## config.mk

```make
export PLATFORM = sky130hd
export DESIGN_NAME = a429_xmit
export DESIGN_NICKNAME = d
export VERILOG_FILES = /design/src/rtl/a429_xmit_pkg.sv /design/src/rtl/a429_xmit_loader.sv /design/src/rtl/a429_xmit_fifo.sv /design/src/rtl/a429_xmit_par.sv /design/src/rtl/a429_xmit_seq.sv /design/src/rtl/a429_xmit_clkdiv.sv /design/src/rtl/a429_xmit.sv
export SDC_FILE = /design/constraint.sdc
export NUM_CORES = 1
export LEC_CHECK = 0
export CAP_MARGIN = 20
export CORE_MARGIN = 2
export CORE_UTILIZATION = 35
export CTS_CLUSTER_DIAMETER = 150
export DETAILED_ROUTE_END_ITERATION = 6
export GPL_ROUTABILITY_DRIVEN = 0
export HOLD_SLACK_MARGIN = 0.15
export SLEW_MARGIN = 20
export SYNTH_ARGS = -nofsm -noshare
export SYNTH_HDL_FRONTEND = slang
export SYNTH_HIERARCHICAL = 1
export SYNTH_SLANG_ARGS = --single-unit
export TNS_END_PERCENT = 100
```

## constraint.sdc

```tcl
create_clock -name clk -period 3.4 [get_ports clk]
set_input_delay 0.68 -clock clk [delete_from_list [all_inputs] [get_ports clk]]
set_output_delay 0.68 -clock clk [all_outputs]
set_load 0.1 [all_outputs]
```

## src/rtl/a429_xmit_pkg.sv

```systemverilog
package a429_xmit_pkg;

   localparam int unsigned WORD_W  = 31;
   localparam int unsigned HALF_W  = 16;
   localparam int unsigned LO_KEEP = 15;

   typedef logic [WORD_W-1:0]  a429_word_t;
   typedef logic [LO_KEEP-1:0] lo_half_t;

   typedef enum logic [1:0] {
      SQ_IDLE  = 2'd0,
      SQ_DRIVE = 2'd1,
      SQ_NULL  = 2'd2,
      SQ_GAP   = 2'd3
   } sq_state_e;

   // lo holds bus bits {15..9, 7..0}; bus bit 8 is never kept.
   function automatic a429_word_t pack_word(input lo_half_t lo, input logic [HALF_W-1:0] hi);
      a429_word_t w;
      w = '0;
      for (int i = 0; i < 8; i++) begin
         w[i] = lo[7-i];
      end
      w[12:8]  = lo[14:10];
      w[28:13] = hi;
      w[30:29] = lo[9:8];
      return w;
   endfunction

endpackage

```

## src/rtl/a429_xmit_loader.sv

```systemverilog
module a429_xmit_loader
   import a429_xmit_pkg::*;
(
   input  logic              clk,
   input  logic              rst_n,
   input  logic [HALF_W-1:0] bus_i,
   input  logic              ld_lo_i,
   input  logic              ld_hi_i,
   output logic              wr_o,
   output a429_word_t        wdata_o
);

   lo_half_t lo_q;
   logic     lo_vld_q;
   logic     unused_bus_b8;

   assign unused_bus_b8 = bus_i[8];

   always_ff @(posedge clk or negedge rst_n) begin
      if (!rst_n) begin
         lo_q     <= '0;
         lo_vld_q <= 1'b0;
      end else if (ld_lo_i) begin
         lo_q     <= {bus_i[15:9], bus_i[7:0]};
         lo_vld_q <= 1'b1;
      end else if (ld_hi_i) begin
         lo_vld_q <= 1'b0;
      end
   end

   assign wr_o    = ld_hi_i & lo_vld_q;
   assign wdata_o = pack_word(lo_q, bus_i);

endmodule

```

## src/rtl/a429_xmit_fifo.sv

```systemverilog
module a429_xmit_fifo #(
   parameter int unsigned DEPTH = 8,
   parameter int unsigned WIDTH = 31
) (
   input  logic                         clk,
   input  logic                         rst_n,
   input  logic                         wr_i,
   input  logic [WIDTH-1:0]             wdata_i,
   input  logic                         rd_i,
   output logic [WIDTH-1:0]             rdata_o,
   output logic                         empty_o,
   output logic [$clog2(DEPTH+1)-1:0]   count_o
);

   localparam int unsigned AW = (DEPTH > 1) ? $clog2(DEPTH) : 1;
   localparam int unsigned CW = $clog2(DEPTH + 1);
   localparam logic [CW-1:0] CNT_FULL = CW'(DEPTH);
   localparam logic [AW-1:0] PTR_LAST = AW'(DEPTH - 1);
   localparam bit POW2 = ((1 << AW) == DEPTH);

   logic [WIDTH-1:0] mem_q [DEPTH];
   logic [AW-1:0]    wp_q, rp_q, wp_nx, rp_nx;
   logic [CW-1:0]    cnt_q;
   logic             full, wr_ok, rd_ok;

   assign full    = (cnt_q == CNT_FULL);
   assign empty_o = (cnt_q == '0);
   assign wr_ok   = wr_i & ~full;
   assign rd_ok   = rd_i & ~empty_o;
   assign count_o = cnt_q;
   assign rdata_o = mem_q[rp_q];

   generate
      if (POW2) begin : g_ptr_wrap
         assign wp_nx = wp_q + 1'b1;
         assign rp_nx = rp_q + 1'b1;
      end else begin : g_ptr_cmp
         assign wp_nx = (wp_q == PTR_LAST) ? '0 : wp_q + 1'b1;
         assign rp_nx = (rp_q == PTR_LAST) ? '0 : rp_q + 1'b1;
      end
   endgenerate

   always_ff @(posedge clk) begin
      if (wr_ok) begin
         mem_q[wp_q] <= wdata_i;
      end
   end

   always_ff @(posedge clk or negedge rst_n) begin
      if (!rst_n) begin
         wp_q  <= '0;
         rp_q  <= '0;
         cnt_q <= '0;
      end else begin
         if (wr_ok) wp_q <= wp_nx;
         if (rd_ok) rp_q <= rp_nx;
         case ({wr_ok, rd_ok})
            2'b10:   cnt_q <= cnt_q + 1'b1;
            2'b01:   cnt_q <= cnt_q - 1'b1;
            default: cnt_q <= cnt_q;
         endcase
      end
   end

endmodule

```

## src/rtl/a429_xmit_par.sv

```systemverilog
module a429_xmit_par
   import a429_xmit_pkg::*;
(
   input  a429_word_t word_i,
   input  logic       even_i,
   output logic       par_o
);

   logic ones_odd;

   assign ones_odd = ^word_i;
   // odd sense needs a 1 when the data ones are even in number
   assign par_o    = even_i ? ones_odd : ~ones_odd;

endmodule

```

## src/rtl/a429_xmit_seq.sv

```systemverilog
module a429_xmit_seq
   import a429_xmit_pkg::*;
#(
   parameter int unsigned HALF_FAST = 5,
   parameter int unsigned HALF_SLOW = 40,
   parameter int unsigned GAP_BITS  = 4
) (
   input  logic       clk,
   input  logic       rst_n,
   input  logic       tx_en_i,
   input  logic       slow_sel_i,
   input  logic       par_even_i,
   input  logic       fifo_empty_i,
   input  a429_word_t fifo_rdata_i,
   output logic       pop_o,
   output logic       busy_o,
   output logic       line_one_o,
   output logic       line_zero_o
);

   localparam int unsigned GAP_FAST = GAP_BITS * 2 * HALF_FAST;
   localparam int unsigned GAP_SLOW = GAP_BITS * 2 * HALF_SLOW;
   localparam int unsigned TMR_TOP  = (GAP_SLOW > GAP_FAST) ? GAP_SLOW : GAP_FAST;
   localparam int unsigned TW       = $clog2(TMR_TOP + 1);
   localparam int unsigned FRAME_W  = WORD_W + 1;
   localparam int unsigned BW       = $clog2(FRAME_W);
   localparam logic [TW-1:0] HF_LD  = TW'(HALF_FAST - 1);
   localparam logic [TW-1:0] HS_LD  = TW'(HALF_SLOW - 1);
   localparam logic [TW-1:0] GF_LD  = TW'(GAP_FAST - 1);
   localparam logic [TW-1:0] GS_LD  = TW'(GAP_SLOW - 1);
   localparam logic [BW-1:0] LAST_B = BW'(FRAME_W - 1);

   sq_state_e          state_q;
   logic [TW-1:0]      tmr_q;
   logic [BW-1:0]      bit_q;
   logic [FRAME_W-1:0] shr_q;
   logic               slow_q;
   logic               par_bit, tmr_done, launch;
   logic [TW-1:0]      half_ld, gap_ld, start_ld;

   a429_xmit_par u_par (
      .word_i (fifo_rdata_i),
      .even_i (par_even_i),
      .par_o  (par_bit)
   );

   assign tmr_done = (tmr_q == '0);
   assign half_ld  = slow_q ? HS_LD : HF_LD;
   assign gap_ld   = slow_q ? GS_LD : GF_LD;
   assign start_ld = slow_sel_i ? HS_LD : HF_LD;
   assign launch   = tx_en_i & ~fifo_empty_i &
                     ((state_q == SQ_IDLE) | ((state_q == SQ_GAP) & tmr_done));

   always_ff @(posedge clk or negedge rst_n) begin
      if (!rst_n) begin
         state_q <= SQ_IDLE;
         tmr_q   <= '0;
         bit_q   <= '0;
         shr_q   <= '0;
         slow_q  <= 1'b0;
      end else if (launch) begin
         state_q <= SQ_DRIVE;
         tmr_q   <= start_ld;
         bit_q   <= '0;
         shr_q   <= {par_bit, fifo_rdata_i};
         slow_q  <= slow_sel_i;
      end else begin
         case (state_q)
            SQ_DRIVE: begin
               if (tmr_done) begin
                  state_q <= SQ_NULL;
                  tmr_q   <= half_ld;
               end else begin
                  tmr_q <= tmr_q - 1'b1;
               end
            end
            SQ_NULL: begin
               if (!tmr_done) begin
                  tmr_q <= tmr_q - 1'b1;
               end else if (bit_q == LAST_B) begin
                  state_q <= SQ_GAP;
                  tmr_q   <= gap_ld;
               end else begin
                  state_q <= SQ_DRIVE;
                  tmr_q   <= half_ld;
                  bit_q   <= bit_q + 1'b1;
                  shr_q   <= {1'b0, shr_q[FRAME_W-1:1]};
               end
            end
            SQ_GAP: begin
               if (tmr_done) begin
                  state_q <= SQ_IDLE;
               end else begin
                  tmr_q <= tmr_q - 1'b1;
               end
            end
            default: state_q <= SQ_IDLE;
         endcase
      end
   end

   assign pop_o       = launch;
   assign busy_o      = (state_q != SQ_IDLE);
   assign line_one_o  = (state_q == SQ_DRIVE) &  shr_q[0];
   assign line_zero_o = (state_q == SQ_DRIVE) & ~shr_q[0];

endmodule

```

## src/rtl/a429_xmit_clkdiv.sv

```systemverilog
module a429_xmit_clkdiv #(
   parameter int unsigned HALF_FAST = 5,
   parameter int unsigned HALF_SLOW = 40
) (
   input  logic clk,
   input  logic rst_n,
   input  logic slow_sel_i,
   output logic dclk_o
);

   localparam int unsigned TOP = (HALF_SLOW > HALF_FAST) ? 2 * HALF_SLOW : 2 * HALF_FAST;
   localparam int unsigned CW  = $clog2(TOP);
   localparam logic [CW-1:0] LIM_F  = CW'(2 * HALF_FAST - 1);
   localparam logic [CW-1:0] LIM_S  = CW'(2 * HALF_SLOW - 1);
   localparam logic [CW-1:0] HALF_F = CW'(HALF_FAST);
   localparam logic [CW-1:0] HALF_S = CW'(HALF_SLOW);

   logic [CW-1:0] cnt_q, lim, half;

   assign lim  = slow_sel_i ? LIM_S : LIM_F;
   assign half = slow_sel_i ? HALF_S : HALF_F;

   always_ff @(posedge clk or negedge rst_n) begin
      if (!rst_n) begin
         cnt_q <= '0;
      end else if (cnt_q >= lim) begin
         cnt_q <= '0;
      end else begin
         cnt_q <= cnt_q + 1'b1;
      end
   end

   assign dclk_o = (cnt_q < half);

endmodule

```

## src/rtl/a429_xmit.sv

```systemverilog
module a429_xmit
   import a429_xmit_pkg::*;
#(
   parameter int unsigned FIFO_DEPTH = 8,
   parameter int unsigned HALF_FAST  = 5,
   parameter int unsigned HALF_SLOW  = 40,
   parameter int unsigned GAP_BITS   = 4
) (
   input  logic        clk,
   input  logic        rst_n,
   input  logic [15:0] bus_data,
   input  logic        load_lo,
   input  logic        load_hi,
   input  logic        tx_en,
   input  logic        par_even,
   input  logic        rate_slow,
   output logic        line_one,
   output logic        line_zero,
   output logic        bit_clk,
   output logic        tx_ready
);

   localparam int unsigned CNT_W = $clog2(FIFO_DEPTH + 1);

   generate
      if (FIFO_DEPTH < 2) begin : g_bad_depth
         $error("a429_xmit: FIFO_DEPTH must be at least 2");
      end
      if (HALF_FAST < 2 || HALF_SLOW < 2) begin : g_bad_half
         $error("a429_xmit: half-bit lengths must be at least 2 clocks");
      end
      if (GAP_BITS < 1) begin : g_bad_gap
         $error("a429_xmit: GAP_BITS must be at least 1");
      end
   endgenerate

   logic             wr_req, pop, fifo_empty, seq_busy;
   a429_word_t       wr_word, rd_word;
   logic [CNT_W-1:0] fifo_cnt;

   a429_xmit_loader u_loader (
      .clk     (clk),
      .rst_n   (rst_n),
      .bus_i   (bus_data),
      .ld_lo_i (load_lo),
      .ld_hi_i (load_hi),
      .wr_o    (wr_req),
      .wdata_o (wr_word)
   );

   a429_xmit_fifo #(
      .DEPTH (FIFO_DEPTH),
      .WIDTH (WORD_W)
   ) u_fifo (
      .clk     (clk),
      .rst_n   (rst_n),
      .wr_i    (wr_req),
      .wdata_i (wr_word),
      .rd_i    (pop),
      .rdata_o (rd_word),
      .empty_o (fifo_empty),
      .count_o (fifo_cnt)
   );

   a429_xmit_seq #(
      .HALF_FAST (HALF_FAST),
      .HALF_SLOW (HALF_SLOW),
      .GAP_BITS  (GAP_BITS)
   ) u_seq (
      .clk          (clk),
      .rst_n        (rst_n),
      .tx_en_i      (tx_en),
      .slow_sel_i   (rate_slow),
      .par_even_i   (par_even),
      .fifo_empty_i (fifo_empty),
      .fifo_rdata_i (rd_word),
      .pop_o        (pop),
      .busy_o       (seq_busy),
      .line_one_o   (line_one),
      .line_zero_o  (line_zero)
   );

   a429_xmit_clkdiv #(
      .HALF_FAST (HALF_FAST),
      .HALF_SLOW (HALF_SLOW)
   ) u_clkdiv (
      .clk        (clk),
      .rst_n      (rst_n),
      .slow_sel_i (rate_slow),
      .dclk_o     (bit_clk)
   );

   assign tx_ready = (fifo_cnt == '0) & ~seq_busy;

endmodule

```

### After elaboration in Yosys (flattened, before gate mapping)

Memories as Yosys holds them, arrays and structs flattened.
Index checks and enable logic that the tools add are counted.

* add/subtract/negate cells: 7
* order comparisons: 2
* equality and inequality tests: 12
* mux-type cells: 32
* bitwise logic cells: 15
* reductions and logical operators: 13

Operators with widths (number)
* 32-bit two-way mux: 4
* 9-bit two-way mux: 6
* 31-bit parity: 1
* 9-bit one-hot mux with 3 select lines: 1
* 5-bit two-way mux: 4
* 6-bit two-way mux: 3
* 7-bit two-way mux: 2
* 2-bit two-way mux: 5
* 2-bit nonzero test: 5
* 1-bit AND: 9
* 9-bit zero test: 1
* 3-bit by 2-bit inequality test with 1-bit output, second input constant: 3
* 9-bit by 1-bit subtractor with 9-bit output, second input constant: 1
* 4-bit one-hot mux with 2 select lines: 1
* 7-bit by 1-bit adder with 7-bit output, second input constant: 1
* 7-bit >= comparator: 1
* 7-bit < comparator: 1
* 3-bit by 1-bit adder with 3-bit output, second input constant: 2
* 2-bit equality test, second input constant: 3
* 2-bit one-hot mux with 3 select lines: 1
* 3-bit AND reduction: 2
* 5-bit by 1-bit adder with 5-bit output, second input constant: 1
* 5-bit equality test, second input constant: 1
* 1-bit two-way mux: 5
* 12 further kinds: 17

* register bits after elaboration: 82
* memory bits (writable): 248
* bits of input ports: 23
* output and inout port bits: 4
* memories: 1

Memory list
* u_fifo.mem_q: depth 8, bits a word 31, read ports 1, clocked after memory_dff 0, wr ports 1, line a429_xmit_fifo.sv:21 `logic [WIDTH-1:0] mem_q [DEPTH];`

### Depth between registers and ports, before layout

Gate-level depths: netlist of run 1.

* depth in word-level cells: 7
* mapped depth: 14
* depth with buffers taken out: 12

### Cells and area by module

The synthesis of run 1 kept the hierarchy.

Modules (own cells, without submodules)
* a429_xmit_fifo: instances 1, cells an instance 425, area each 10187.3 µm², sequential area each 7697.4 µm²
* a429_xmit_seq: instances 1, cells an instance 272, area each 2681.3 µm², sequential area each 1226.2 µm²
* a429_xmit_loader: instances 1, cells an instance 52, area each 773.2 µm², sequential area each 400.4 µm²
* a429_xmit_clkdiv: instances 1, cells an instance 52, area each 470.5 µm², sequential area each 175.2 µm²
* a429_xmit_par: instances 1, cells an instance 31, area each 271.5 µm², sequential area each 0.0 µm²
* a429_xmit: instances 1, cells an instance 2, area each 11.3 µm², sequential area each 0.0 µm²

### Least setup slack after synthesis of run 1

Ideal clock, no wire load.

* kind: input port to flip-flop
* start: input port load_hi
* end: memory u_fifo.mem_q[0][0], enable pin
* library setup time: 0.458 ns
* arrival: 3.125 ns
* slack: -0.183 ns
* stages on the path: 3
* cells stage by stage: and2_1 > nand3b_1 > nor3_1

* word-level cells in the longest chain between the ends: 4

Ends and longest elaborated chain
* start, declared: line a429_xmit.sv:13 `input logic load_hi,`
* 1-bit AND: line a429_xmit_loader.sv:31 `assign wr_o = ld_hi_i & lo_vld_q;`
* 1-bit AND: line a429_xmit_fifo.sv:28 `assign wr_ok = wr_i & ~full;`
* 1-bit two-way mux: line a429_xmit_fifo.sv:44 `if (wr_ok) begin`
* 1-bit two-way mux (implied by the code): line a429_xmit_fifo.sv:45 `mem_q[wp_q] <= wdata_i;`
* end, declared: line a429_xmit_fifo.sv:21

No other way between the ends.

### Worst setup path after layout of run 1

* start: register u_fifo.cnt_q[0], in the netlist u_fifo/count_o[0]
* end: register u_fifo.cnt_q[3], in the netlist u_fifo/count_o[3]

* word-level cells in the longest chain between the ends: 7
* elaborated cells on any way between the ends: 14
* those cells by class: 2 x add/sub; 3 x eq/ne; 1 x mux; 6 x bitwise; 2 x reduce/logical

Ends and longest elaborated chain
* start, declared: line a429_xmit_fifo.sv:23 `logic [CW-1:0] cnt_q;`
* start signal, assigned: line a429_xmit_fifo.sv:58 `2'b10: cnt_q <= cnt_q + 1'b1;`
* start signal, assigned: line a429_xmit_fifo.sv:59 `2'b01: cnt_q <= cnt_q - 1'b1;`
* start signal, assigned: line a429_xmit_fifo.sv:60 `default: cnt_q <= cnt_q;`
* 4-bit zero test *: line a429_xmit_fifo.sv:27 `assign empty_o = (cnt_q == '0);`
* via fifo_empty: line a429_xmit.sv:37 `logic wr_req, pop, fifo_empty, seq_busy;`
* 1-bit inverter *: line a429_xmit_seq.sv:51 `assign launch = tx_en_i & ~fifo_empty_i &`
* 1-bit AND * (2 in a row): line a429_xmit_seq.sv:51
* via pop: line a429_xmit.sv:37
* 1-bit AND *: line a429_xmit_fifo.sv:29 `assign rd_ok = rd_i & ~empty_o;`
* via u_fifo.rd_ok: line a429_xmit_fifo.sv:24 `logic full, wr_ok, rd_ok;`
* 2-bit by 1-bit equality test with 1-bit output / 2-bit equality test (equally long branches): line a429_xmit_fifo.sv:57 `case ({wr_ok, rd_ok})`
* 4-bit one-hot mux with 2 select lines / 2-bit nonzero test (equally long branches)

The timed path passes the listed nets; every way through them passes the cells marked *.
A chain may end at the register's enable or synchronous reset.

==> impl.org, run 1 <==
** STA
- Of the available clock period, the critical path in the final layout requires 89.9%.
- Worst-case headroom to the max-slew limit :: 51.7%
- Aggregate negative setup slack :: 0 ns
- Setup repair after global routing missed its margin :: no
- Setup violations remaining at the end of the flow were counted as 0.
- Period minus WS final :: 3.06 ns
- Slew @ Worst Pin :: 0.724 ns
- Once routing completed, OpenROAD measured the worst setup slack at 0.342 ns.
- Worst clock skew :: 0.0267 ns
- Static timing analysis puts the maximum clock frequency at 0.327 GHz.
- Max-slew violations :: 0
- Final hold violation count :: 0

** Logic synthesis
- Mean area per synthesized cell :: 17.3 um^2
- In this run the cell area of the synthesized design comes to 0.0144 mm^2.
- Yosys warning count :: 6
- FFs w/ async S/R, synth :: 24.8%
- Synthesized flop and latch total :: 330
- Number of synthesized flops with an enable pin :: 248
- Number of distinct standard cells referenced by the synthesized netlist :: 61
- By area the synthesized netlist is led by edfxtp_1 (52%), dfrtp_1 (14%), mux4_1 (11%).
- In the synthesized netlist the dominant register cell turns out to be edfxtp_1.
- Counting every net in the synthesized netlist gives 877.
- Area share of the largest cell type after synthesis :: 51.7%
- edfxtp_1 takes more of the synthesized area than any other cell.
- Cell count after synthesis :: 834
- Sequential elements use 66.0% of the synthesized area.

** Worst setup path
- Critical path origin :: u_fifo/count_o[0]
- Data on the critical path is required at its endpoint by 3.79 ns.
- The worst setup path is captured at a flop.
- The worst register-to-register path ends at u_fifo/count_o[3].
- Reg-to-reg startpoint :: u_fifo/count_o[0]
- The worst register-to-register path has a setup slack of 0.34 ns.
- Measured in cells, the most critical reg-to-reg path has a length of 11.
- The worst setup path is launched from a flop.
- Critical Path Sink :: u_fifo/count_o[3]
- The critical path is of the reg -> reg type.
- Data arrival, critical path :: 3.45 ns
- Critical path fanouts, max :: 8

** Power and ir drop
- Leak Pwr :: 5.72 nW
- In this run the power density over the cells is 599 mW/mm^2.
- Peak VDD IR :: 0.290 mV
- The design draws 9.94 mW.

** Floorplanning
- Count of standard-cell rows :: 74
- Core area :: 0.0407 mm^2
- I/O pin count :: 27
- Measured along the y axis, the die boundary spans 207 um.
- Die area :: 0.0428 mm^2
- From left edge to right edge, the die measures 207 um.
- Starting density of the core :: 35.3%

** Finish
- Register area :: 0.00951 mm^2
- Highest-count cells in the layout ignoring fill and taps :: edfxtp_1 (248), dfrtp_1 (79), mux4_1 (62), nand2_1 (52), o21ai_0 (44)
- Final nets :: 915
- Commonest non-fill, non-tap cell in the layout :: edfxtp_1
- Compared with the post-synthesis result, the final layout area differs by 15.3%.
- Cells fill 40.7% of the core in the end.
- The post-route netlist has 18.1% of its cells at a drive strength greater than 1.
- In the final layout, the multi-input gates occupy 0.00461 mm^2.
- Ant diodes :: 0
- The filler cells instantiated in the layout total 3613.
- Non-Filler Instances :: 1431

** Drt
- Vias per Instance :: 5.06
- Post-detailed-routing wire length :: 28.6 mm
- In this run the remaining antenna-violating nets after routing total 0.
- In the routed design, unresolved DRC markers number 0.
- For this block, the initial DRC count from the detailed router was 479.
- Via count :: 7246
- DRT Pass-1 Iters :: 4
- Average wire per cell in the routed design :: 20.0 um

** Flow run
- Total of max-cap violations :: 0

** Global route
- Entering global routing, the biggest net connects 78 pins.
- GRT Overall Usage :: 13.7%
- Wire length of the first global-routing pass :: 44.3 mm
- The number of global-route vias before repair was 7541.
- Antenna violations before repair :: 1
- Global route overflow :: 0

** Clock network
- Sinks on Clock Net :: 330
- Clock-pin slew was measured on the worst setup and hold paths at 0.06 ns.
- Cell chosen for the clock root :: clkbuf_16
- The number of setup buffers added after CTS is 0.
- Buffers inserted to repair hold after CTS numbered 0.
- Clock latency on the worst-skew pair, taken at its later pin, is 0.53 ns.
- Clock tree synthesis inserted a total of 36 buffers.
- Clock tree from TritonCTS :: built
- Post-cts repair resize count :: 0
- The clock passes through at most 3 buffers.
- The H-tree generated during clock tree synthesis spans 2 levels.

** Placed design
- Before CTS, the worst setup slack after placement is 0.0494 ns.
- Detailed placement HPWL :: 16.1 mm
- Including well taps, the total number of placed cells is 1366.
- Count of input and output buffers :: 26

** Run status
- The run finished with clean final reports.

** Min path
- Worst hold path type :: in -> async
metal layers:
layer  part of all wire [%]  vias to the layer above  GRT usage [%]
met5                  0.049                        -              0
met4                    1.7                        2           3.39
met3                    3.3                       39           2.57
met2                     49                       92           23.2
met1                     46                     3746           18.4
li1                       -                     3367              -
stage by stage:
stage / hold slack, ns / cell area, um^2
5_1_grt: 0.199 / 16600
6_report: 0.159 / 16600
3_5_place_dp: 0.487 / 15400
3_3_place_gp: 0.462 / 15400
4_1_cts: 0.162 / 16600
2_1_floorplan: 0.384 / 14500
logic make-up after synthesis:
group	after synthesis	share of synthesized area [%]
flops	330	66.0
mux	144	17.7
simple gates	142	5.30
compound gates	90	3.95
buf+inv	68	2.86
xor+xnor	40	2.43
fa+ha+maj	20	1.79
Yosys cell counts, types with 3 or more instances:
library cell,number
clkbuf_1,11
xnor2_1,33
a211oi_1,3
nor2_1,20
nor3b_1,3
a211o_1,5
ha_1,19
edfxtp_1,248
mux2_4,9
xor2_1,7
nor3_1,12
inv_1,15
nor2b_1,4
nand3_1,16
nand2b_1,7
nand2_1,52
dfrtp_1,82
buf_1,3
buf_6,8
or3_1,3
or4_1,4
mux2i_1,34
buf_2,13
mux2_2,39
buf_4,17
nor4_1,4
o21ai_0,44
mux4_1,62
a21oi_1,14
worst max-delay path: stages (launching register included):
cell,delay (ns)
dfrtp_2,0.47
nor4_4,0.33
and3b_2,0.29
a41oi_4,0.19
inv_2,0.05
o41ai_1,0.08
inv_1,0.16
ha_4,0.20
ha_4,0.23
or4b_2,0.64
o311ai_0,0.14
o211ai_1,0.14
state kept, by name, indices dropped and copies added (netlist names):
register and count:
u_fifo/count_o 4, u_seq/state_q 2, u_seq/slow_q 1, u_loader/lo_q 15
u_fifo/mem_q 248, u_seq/bit_q 5, u_clkdiv/cnt_q 7, u_fifo/wp_q 3
u_seq/tmr_q 9, u_loader/lo_vld_q 1, u_fifo/rp_q 3, u_seq/shr_q 32
power by group:
part / internal [mW] / total [mW] / switching [mW]
Combinational: 0.488 / 1.18 / 0.689
Sequential: 4.78 / 5.01 / 0.233
Clock: 2.17 / 3.75 / 1.58
worst min path at each step:
| stage | to | startpoint | slack (ns) | cells after the start |
|---|---|---|---|---|
| floorplan | u_clkdiv/cnt_q[0] | rst_n | 0.38 | 0 |
| global placement | u_loader/lo_vld_q | u_loader/lo_vld_q | 0.46 | 1 |
| detailed placement | u_loader/lo_vld_q | u_loader/lo_vld_q | 0.49 | 1 |
| CTS | u_fifo/count_o[1] | rst_n | 0.16 | 1 |
| global route | u_fifo/count_o[1] | rst_n | 0.20 | 1 |
| finish | u_fifo/count_o[3] | rst_n | 0.16 | 1 |
area by class of cell:
| class | instances | share of cell area, % |
|---|---|---|
| Inverter | 15 | 0.339 |
| Timing Repair Buffer | 53 | 3.62 |
| Clock buffer | 46 | 6.02 |
| Clock inverter | 19 | 0.927 |
| Tap cell | 532 | 4.01 |
| Multi-Input combinational cell | 436 | 27.8 |
| Sequential cell | 330 | 57.3 |
Note: power is estimated with default switching activity, not from simulation.
==> run 2, diff against run 1 <==
--- a/config.mk
+++ b/config.mk
@@ -15,6 +15,5 @@
 export SLEW_MARGIN = 20
 export SYNTH_ARGS = -nofsm -noshare
 export SYNTH_HDL_FRONTEND = slang
-export SYNTH_HIERARCHICAL = 1
 export SYNTH_SLANG_ARGS = --single-unit
 export TNS_END_PERCENT = 100
==> impl.org, run 2 <==
** Floorplanning
- The overall die height is 202 um (-2.2%).
- Starting density of the core :: 35.5% (+0.19 points)
- The number of top-level pins was 27 (unchanged).
- The total die area came to 0.0409 mm^2 (-4.3%).
- The core outline area came to 0.0387 mm^2 (-4.9%).
- The width of the die came to 202 um (-2.2%).
- Count of standard-cell rows :: 72 (-2.7%)

** STA
- The slew at the pin closest to its max-slew limit is 0.785 ns (+0.0612 ns).
- The final critical-path setup slack was 0.281 ns (-0.0608 ns).
- Worst-case headroom to the max-slew limit :: 47.6% (-4.1 points)
- The timing-limited maximum frequency came to 0.321 GHz (-1.9%).
- Aggregate negative setup slack :: 0 ns (unchanged)
- Final cycle utilization of the critical path :: 91.7% (+1.8 points)
- The count of pins over their slew limit came to 0 (unchanged).
- Setup repair after global routing missed its margin :: no
- Period minus WS final :: 3.12 ns (+0.0608 ns)
- Setup violation total in the final timing report :: 0 (unchanged)
- The worst slack on hold paths was 0.211 ns (+0.0517 ns).
- The worst-case clock skew is 0.0142 ns (-0.0124 ns).
- Final hold violation count :: 0 (unchanged)

** Worst setup path
- Largest stage delay on the critical path :: 0.53 ns (-0.11 ns)
- Kind of start point of the critical path :: input pin
- The total stage count of the critical path came to 8 (-3).
- The register-to-register setup slack came to 0.37 ns (+0.03 ns).
- Kind of critical path :: in -> out
- Buf/Inv on CP :: 3 (+1)
- The number of cells traversed by the worst register-to-register path was 14 (+3).
- The worst path required time came to 2.72 ns (-1.07 ns).
- In this run the critical register-to-register path is captured at u_fifo.count_o[2].
- Reg-to-reg startpoint :: u_seq.tmr_q[2]
- For this design, the slowest cell found on the critical path is clkdlybuf4s50_1.
- Among cell families on the critical path, the largest total delay comes from buffers and inverters.
- Walking the worst path, the cells encountered are clkdlybuf4s50_1, inv_1, ha_1, nor2_1, o21ai_0, nand2_1, a211oi_2, buf_12.
- Critical path fanouts, max :: 5 (-3)
- The data arrival time of the critical path is 2.44 ns (-1.01 ns).
- STA classifies the critical path endpoint as a primary output.

** Logic synthesis
- The number of unique standard cell types used by synthesis was 45 (-26%).
- Main area contributors after synthesis :: edfxtp_1 (54%), dfrtp_1 (15%), mux4_2 (5.1%)
- Synthesized flop and latch total :: 330 (unchanged)
- Yosys warning count :: 0 (-6)
- Among all flip-flop cells after synthesis, the most frequent one is edfxtp_1.
- Net count after synthesis :: 901 (+2.7%)
- The cell area after technology mapping is 0.0138 mm^2 (-4.4%).
- The count of flip-flops with a built-in enable after synthesis came to 248 (unchanged).
- The average footprint of a synthesized cell is 16.1 um^2 (-7.0%).
- The async set-or-reset flop fraction in the synthesized netlist is 24.8% (unchanged).
- The commonest cells after synthesis are edfxtp_1 (248), dfrtp_1 (82), mux2i_1 (64).
- Most common cell in the synthesized netlist :: edfxtp_1
- The fraction of synthesized cell area taken by the top area cell type is 54.1% (+2.4 points).
- Cell count after synthesis :: 857 (+2.8%)
- Of all cell types, the one taking the most synthesized area is edfxtp_1.
- Portion of the post-synthesis area used by sequential elements :: 69.0% (+3.0 points)

** Finish
- The largest registers in the layout are u_fifo.mem_q: 248 flops, u_seq.shr_q: 32 flops, u_loader.lo_q: 15 flops.
- Largest register by flop count :: u_fifo.mem_q
- The number of flip-flops under the largest register name came to 248 (unchanged).
- Highest-count cells in the layout ignoring fill and taps :: edfxtp_1 (248), dfrtp_1 (80), mux2i_1 (64), a21oi_1 (57)
- Signed area change from the synthesized netlist to the final layout :: 16.9%
- The net count of the finished layout is 956 (+4.5%).
- Ant diodes :: 0 (unchanged)
- Finished Cell Area :: 0.0161 mm^2 (-3.1%)
- The number of cells in the finished layout apart from fillers was 1458 (+1.9%).
- The layout cell share with drive strength beyond 1 was 18.9% (+0.80 points).
- Utilization after layout :: 41.5% (+0.79 points)
- Commonest non-fill, non-tap cell in the layout :: edfxtp_1

** Global route
- The global-route congestion overflow total came to 0 (unchanged).
- Antenna violations before repair :: 0 (-1)
- Number of global-route vias before repair :: 7362 (-2.4%)
- Wire length of the first global-routing pass :: 44.2 mm (-0.34%)
- GRT Overall Usage :: 14.1% (+0.36 points)
- Maximum number of pins on one net before global-route repair :: 78 (unchanged)

** Placed design
- Count of input and output buffers :: 26 (unchanged)
- The cell area reported after detailed placement was 0.0149 mm^2 (-3.5%).
- Detailed placement HPWL :: 16.8 mm (+3.9%)
- Pre-CTS setup slack :: 0.265 ns (+0.215 ns)
- Post-Place Cells :: 1392 (+1.9%)

** Power and ir drop
- Tot Pwr :: 15.1 mW (+52%)
- The peak ir drop on the vdd network is 0.648 mV (+120%).
- The leakage power figure was 5.67 nW (-0.89%).
- Pwr/cell area :: 942 mW/mm^2 (+57%)

** Drt
- The routed wire length per instance came to 19.4 um (-3.0%).
- Post-detailed-routing wire length :: 28.3 mm (-1.1%)
- The total iterations of the first detailed-routing run is 7 (+3).
- Violation count after the first detailed-routing iteration :: 469 (-2.1%)
- DRC viols :: 0 (unchanged)
- Via count :: 7320 (+1.0%)
- The mean number of vias per cell came to 5.02 (-0.85%).
- Antenna-violating nets left :: 0 (unchanged)

** Clock network
- Clock-pin slew on the worst setup and hold paths :: 0.05 ns (about the same)
- Cell chosen for the clock root :: clkbuf_16
- TritonCTS built the clock tree.
- Source-to-sink clock delay at the later pin of the worst-skew pair :: 0.53 ns (about the same)
- H-tree levels :: 2 (unchanged)
- The quantity of gates resized following cts came to 0 (unchanged).
- CTS max path bufs :: 3 (unchanged)
- The post-CTS setup buffer count was 0 (unchanged).
- Number of buffers inserted during clock tree synthesis :: 36 (unchanged)
- Hold-fix buffers, CTS :: 0 (unchanged)
- Sinks on Clock Net :: 330 (unchanged)

** Run status
- Status :: finished, final reports clean

** Flow run
- Total of max-cap violations :: 0 (unchanged)

** Min path
- In this run the worst hold path is classified as in -> async.
-- run 2: worst max path at each step --
stage / slack, ns / to / from
CTS: 0.26 / bit_clk / rate_slow
detailed placement: 0.26 / bit_clk / rate_slow
global placement: 0.26 / bit_clk / rate_slow
global route: 0.09 / bit_clk / rate_slow
finish: 0.28 / bit_clk / rate_slow
floorplan: 0.13 / u_fifo.count_o[2] / u_seq.tmr_q[2]
-- run 2: metal layers --
metal  track usage [%]  vias to the layer above  wire (um)
met1              19.5                     3739      13100
li1                  -                     3396          -
met5                 0                        -          0
met2              22.8                      139      13300
met4              4.38                        0        660
met3              2.31                       46       1120
-- run 2: worst register-to-register path, delay by kind of cell (launching register included) --
family	cells	cell delay, ns
AOI/OAI and AO/OA	1	0.15
xor gates and xnor gates	3	0.40
adders and majority gates	2	0.42
buffers and inverters	1	0.08
DFF	1	0.40
and+or+nand+nor	7	1.46
-- run 2: cell families after synthesis --
family	count (synthesis)	synth area share [%]
mux	112	11.1
xor+xnor	50	3.35
flops	330	69.0
fa+ha+maj	21	1.91
buf+inv	55	2.42
simple gates	127	4.81
compound gates	162	7.37
-- run 2: cell type report --
type / instances / area (um^2)
clock buffers: 50 / 1020
clock inverters: 16 / 163
fillers: 3512 / 22700
inverters: 12 / 45.0
multi-input cells: 472 / 4010
flip-flops and latches: 330 / 9500
well taps: 518 / 648
repair buffers: 60 / 691
-- run 2: report_power, final --
part           leakage, nW  switching (mW)  total [mW]  internal (mW)
sequential            3.21           0.471        5.54           5.07
clock                0.594            1.60        3.88           2.29
combinational         1.86            3.07        5.72           2.65
==> run 3, diff against run 2 <==
--- a/config.mk
+++ b/config.mk
@@ -9,6 +9,7 @@
 export CORE_MARGIN = 2
 export CORE_UTILIZATION = 35
 export CTS_CLUSTER_DIAMETER = 150
+export CTS_CLUSTER_SIZE = 10
 export DETAILED_ROUTE_END_ITERATION = 6
 export GPL_ROUTABILITY_DRIVEN = 0
 export HOLD_SLACK_MARGIN = 0.15
==> impl.org, run 3 (synthesis results as in run 2) <==
** Floorplanning
- Starting density of the core :: 35.5% (unchanged)
- The number of top-level pins is 27 (unchanged).
- The overall die height was 202 um (unchanged).
- Count of standard-cell rows :: 72 (unchanged)
- DIE WIDTH :: 202 um (unchanged)
- Core area :: 0.0387 mm^2 (unchanged)
- Die area :: 0.0409 mm^2 (unchanged)

** Drt
- Antenna-violating nets left :: 0 (unchanged)
- DRT Pass-1 Iters :: 5 (-2)
- Average wire per cell in the routed design :: 19.6 um (+1.1%)
- The via count is 7295 (-0.34%).
- DRC viols :: 0 (unchanged)
- The DRC violation total after the first TritonRoute iteration came to 523 (+12%).
- The mean number of vias per cell is 5.00 (-0.48%).
- The routed wire length was 28.6 mm (+1.2%).

** Global route
- The global-route congestion overflow total came to 0 (unchanged).
- The total global-route track usage was 14.3% (+0.20 points).
- Antenna violations before repair :: 0 (unchanged)
- Wire length of the first global-routing pass :: 44.8 mm (+1.4%)
- The number of global-route vias before repair is 7450 (+1.2%).
- The maximum number of pins on one net before global-route repair came to 78 (unchanged).

** Finish
- The number of cells in the finished layout apart from fillers is 1460 (+0.14%).
- Register area :: 0.00950 mm^2 (unchanged)
- Signed area change from the synthesized netlist to the final layout :: 16.3%
- The largest registers in the layout are u_fifo.mem_q: 248 flops, u_seq.shr_q: 32 flops, u_loader.lo_q: 15 flops.
- The final cell area excluding filler cells is 0.0160 mm^2 (-0.51%).
- In the layout the commonest cells are edfxtp_1 (248), dfrtp_1 (80), mux2i_1 (64), a21oi_1 (57), clkbuf_16 (39).
- The multi-input gate area in the final layout was 0.00401 mm^2 (unchanged).
- Ant diodes :: 0 (unchanged)
- Final nets :: 958 (+0.21%)
- The layout cell share with drive strength beyond 1 came to 17.2% (-1.7 points).
- u_fifo.mem_q holds more flip-flops than any other register.
- The number of fill cells is 3516 (+0.11%).
- The number of flip-flops under the largest register name came to 248 (unchanged).
- Commonest non-fill, non-tap cell in the layout :: edfxtp_1

** Flow run
- Total of max-cap violations :: 0 (unchanged)

** Clock network
- H-tree levels :: 2 (unchanged)
- TritonCTS built the clock tree.
- Cell chosen for the clock root :: clkbuf_16
- Source-to-sink clock delay at the later pin of the worst-skew pair :: 0.53 ns (about the same)
- Number of buffers inserted during clock tree synthesis :: 38 (+5.6%)
- Number of buffers added for setup after CTS :: 0 (unchanged)
- Clock-pin slew on the worst setup and hold paths :: 0.06 ns (about the same)
- CTS max path bufs :: 3 (unchanged)
- The quantity of gates resized following cts is 0 (unchanged).
- The CTS sink count was 330 (unchanged).
- The cts-stage hold buffer count came to 0 (unchanged).

** Worst setup path
- R2R setup slack :: 0.37 ns (about the same)
- Kind of start point of the critical path :: input pin
- The number of buffers and inverters on the critical path came to 3 (unchanged).
- Chain of cells forming the critical path :: clkdlybuf4s50_1, inv_1, ha_1, nor2_1, o21ai_0, nand2_1, a211oi_2, buf_12
- The worst path required time is 2.72 ns (about the same).
- The data arrival time of the critical path came to 2.44 ns (about the same).
- The worst setup path is of the in -> out kind.
- Worst path slowest cell :: clkdlybuf4s50_1
- Critical path fanouts, max :: 5 (unchanged)
- Largest stage delay on the critical path :: 0.52 ns (about the same)
- Among cell families on the critical path, the largest total delay comes from buffers and inverters.
- The worst setup path is captured at a primary output.

** Run status
- The run finished with clean final reports.

** Power and ir drop
- The peak ir drop on the vdd network is 0.729 mV (+12%).
- Leak Pwr :: 5.60 nW (-1.2%)
- Tot Pwr :: 15.0 mW (-1.2%)
- The power density normalized to cell area is 935 mW/mm^2 (-0.67%).

** STA
- Setup repair after global routing left no endpoint under its margin.
- Worst clock skew :: 0.0135 ns (-0.000760 ns)
- Aggregate negative setup slack :: 0 ns (unchanged)
- Final hold violation count :: 0 (unchanged)
- The slew at the pin closest to its max-slew limit came to 0.765 ns (-0.0199 ns).
- The period utilization was 91.7% (about the same).
- Worst-case headroom to the max-slew limit :: 49.0% (+1.3 points)
- The timing-limited maximum frequency was 0.321 GHz (about the same).
- The count of pins over their slew limit came to 0 (unchanged).
- The final critical-path required period was 3.12 ns (-0.00192 ns).
- Setup violation total in the final timing report :: 0 (unchanged)

** Placed design
- The cell area reported after detailed placement came to 0.0149 mm^2 (unchanged).
- The number of placed instances, taps included was 1392 (unchanged).
- Count of input and output buffers :: 26 (unchanged)
- The half-perimeter wire length after placement is 16.8 mm (unchanged).

** Min path
- The path class of the tightest hold or removal check is in -> async.
## run 3: path summary, 6_finish.rpt
kind                              startpoint                end  cells past startpoint
max                                rate_slow            bit_clk                      8
min                                    rst_n  u_fifo.count_o[3]                      1
max reg2reg                   u_seq.tmr_q[2]  u_fifo.count_o[2]                     14
min reg2reg                u_loader.lo_vld_q  u_loader.lo_vld_q                      1
max in group asynchronous              rst_n   u_loader.lo_q[7]                      2
min in group clk           u_loader.lo_vld_q  u_loader.lo_vld_q                      1
## run 3: final cells by class
type	instances	area share, %
sequential	330	59.4
multi-input combinational	472	25.0
clock buffer	66	6.73
timing repair buffer	60	4.32
tap	518	4.05
inverter	12	0.281
clock inverter	2	0.180
## run 3: power breakdown
part / switching (mW) / internal [mW] / total, mW
logic: 3.07 / 2.65 / 5.72
registers: 0.471 / 5.07 / 5.54
clock network: 1.55 / 2.15 / 3.71
## run 3: per-stage QoR
| step | setup slack [ns] | hold WS [ns] | utilization [%] |
|---|---|---|---|
| 6_report | 0.283 | 0.201 | 41.3 |
| 5_1_grt | 0.0914 | 0.261 | 41.3 |
| 4_1_cts | 0.256 | 0.234 | 41.3 |
| 3_5_place_dp | 0.265 | 0.470 | 38.5 |
| 3_3_place_gp | 0.258 | 0.459 | 38.5 |
| 2_1_floorplan | 0.127 | 0.384 | - |
## run 3: metal layers
layer,wire length (um),share of wire (%),vias up,GRT usage (%)
met5,0,0,-,0
met2,13500,47,121,23.2
met3,1150,4.0,44,2.66
met1,13400,47,3732,19.7
li1,-,-,3398,-
met4,571,2.0,0,4.04
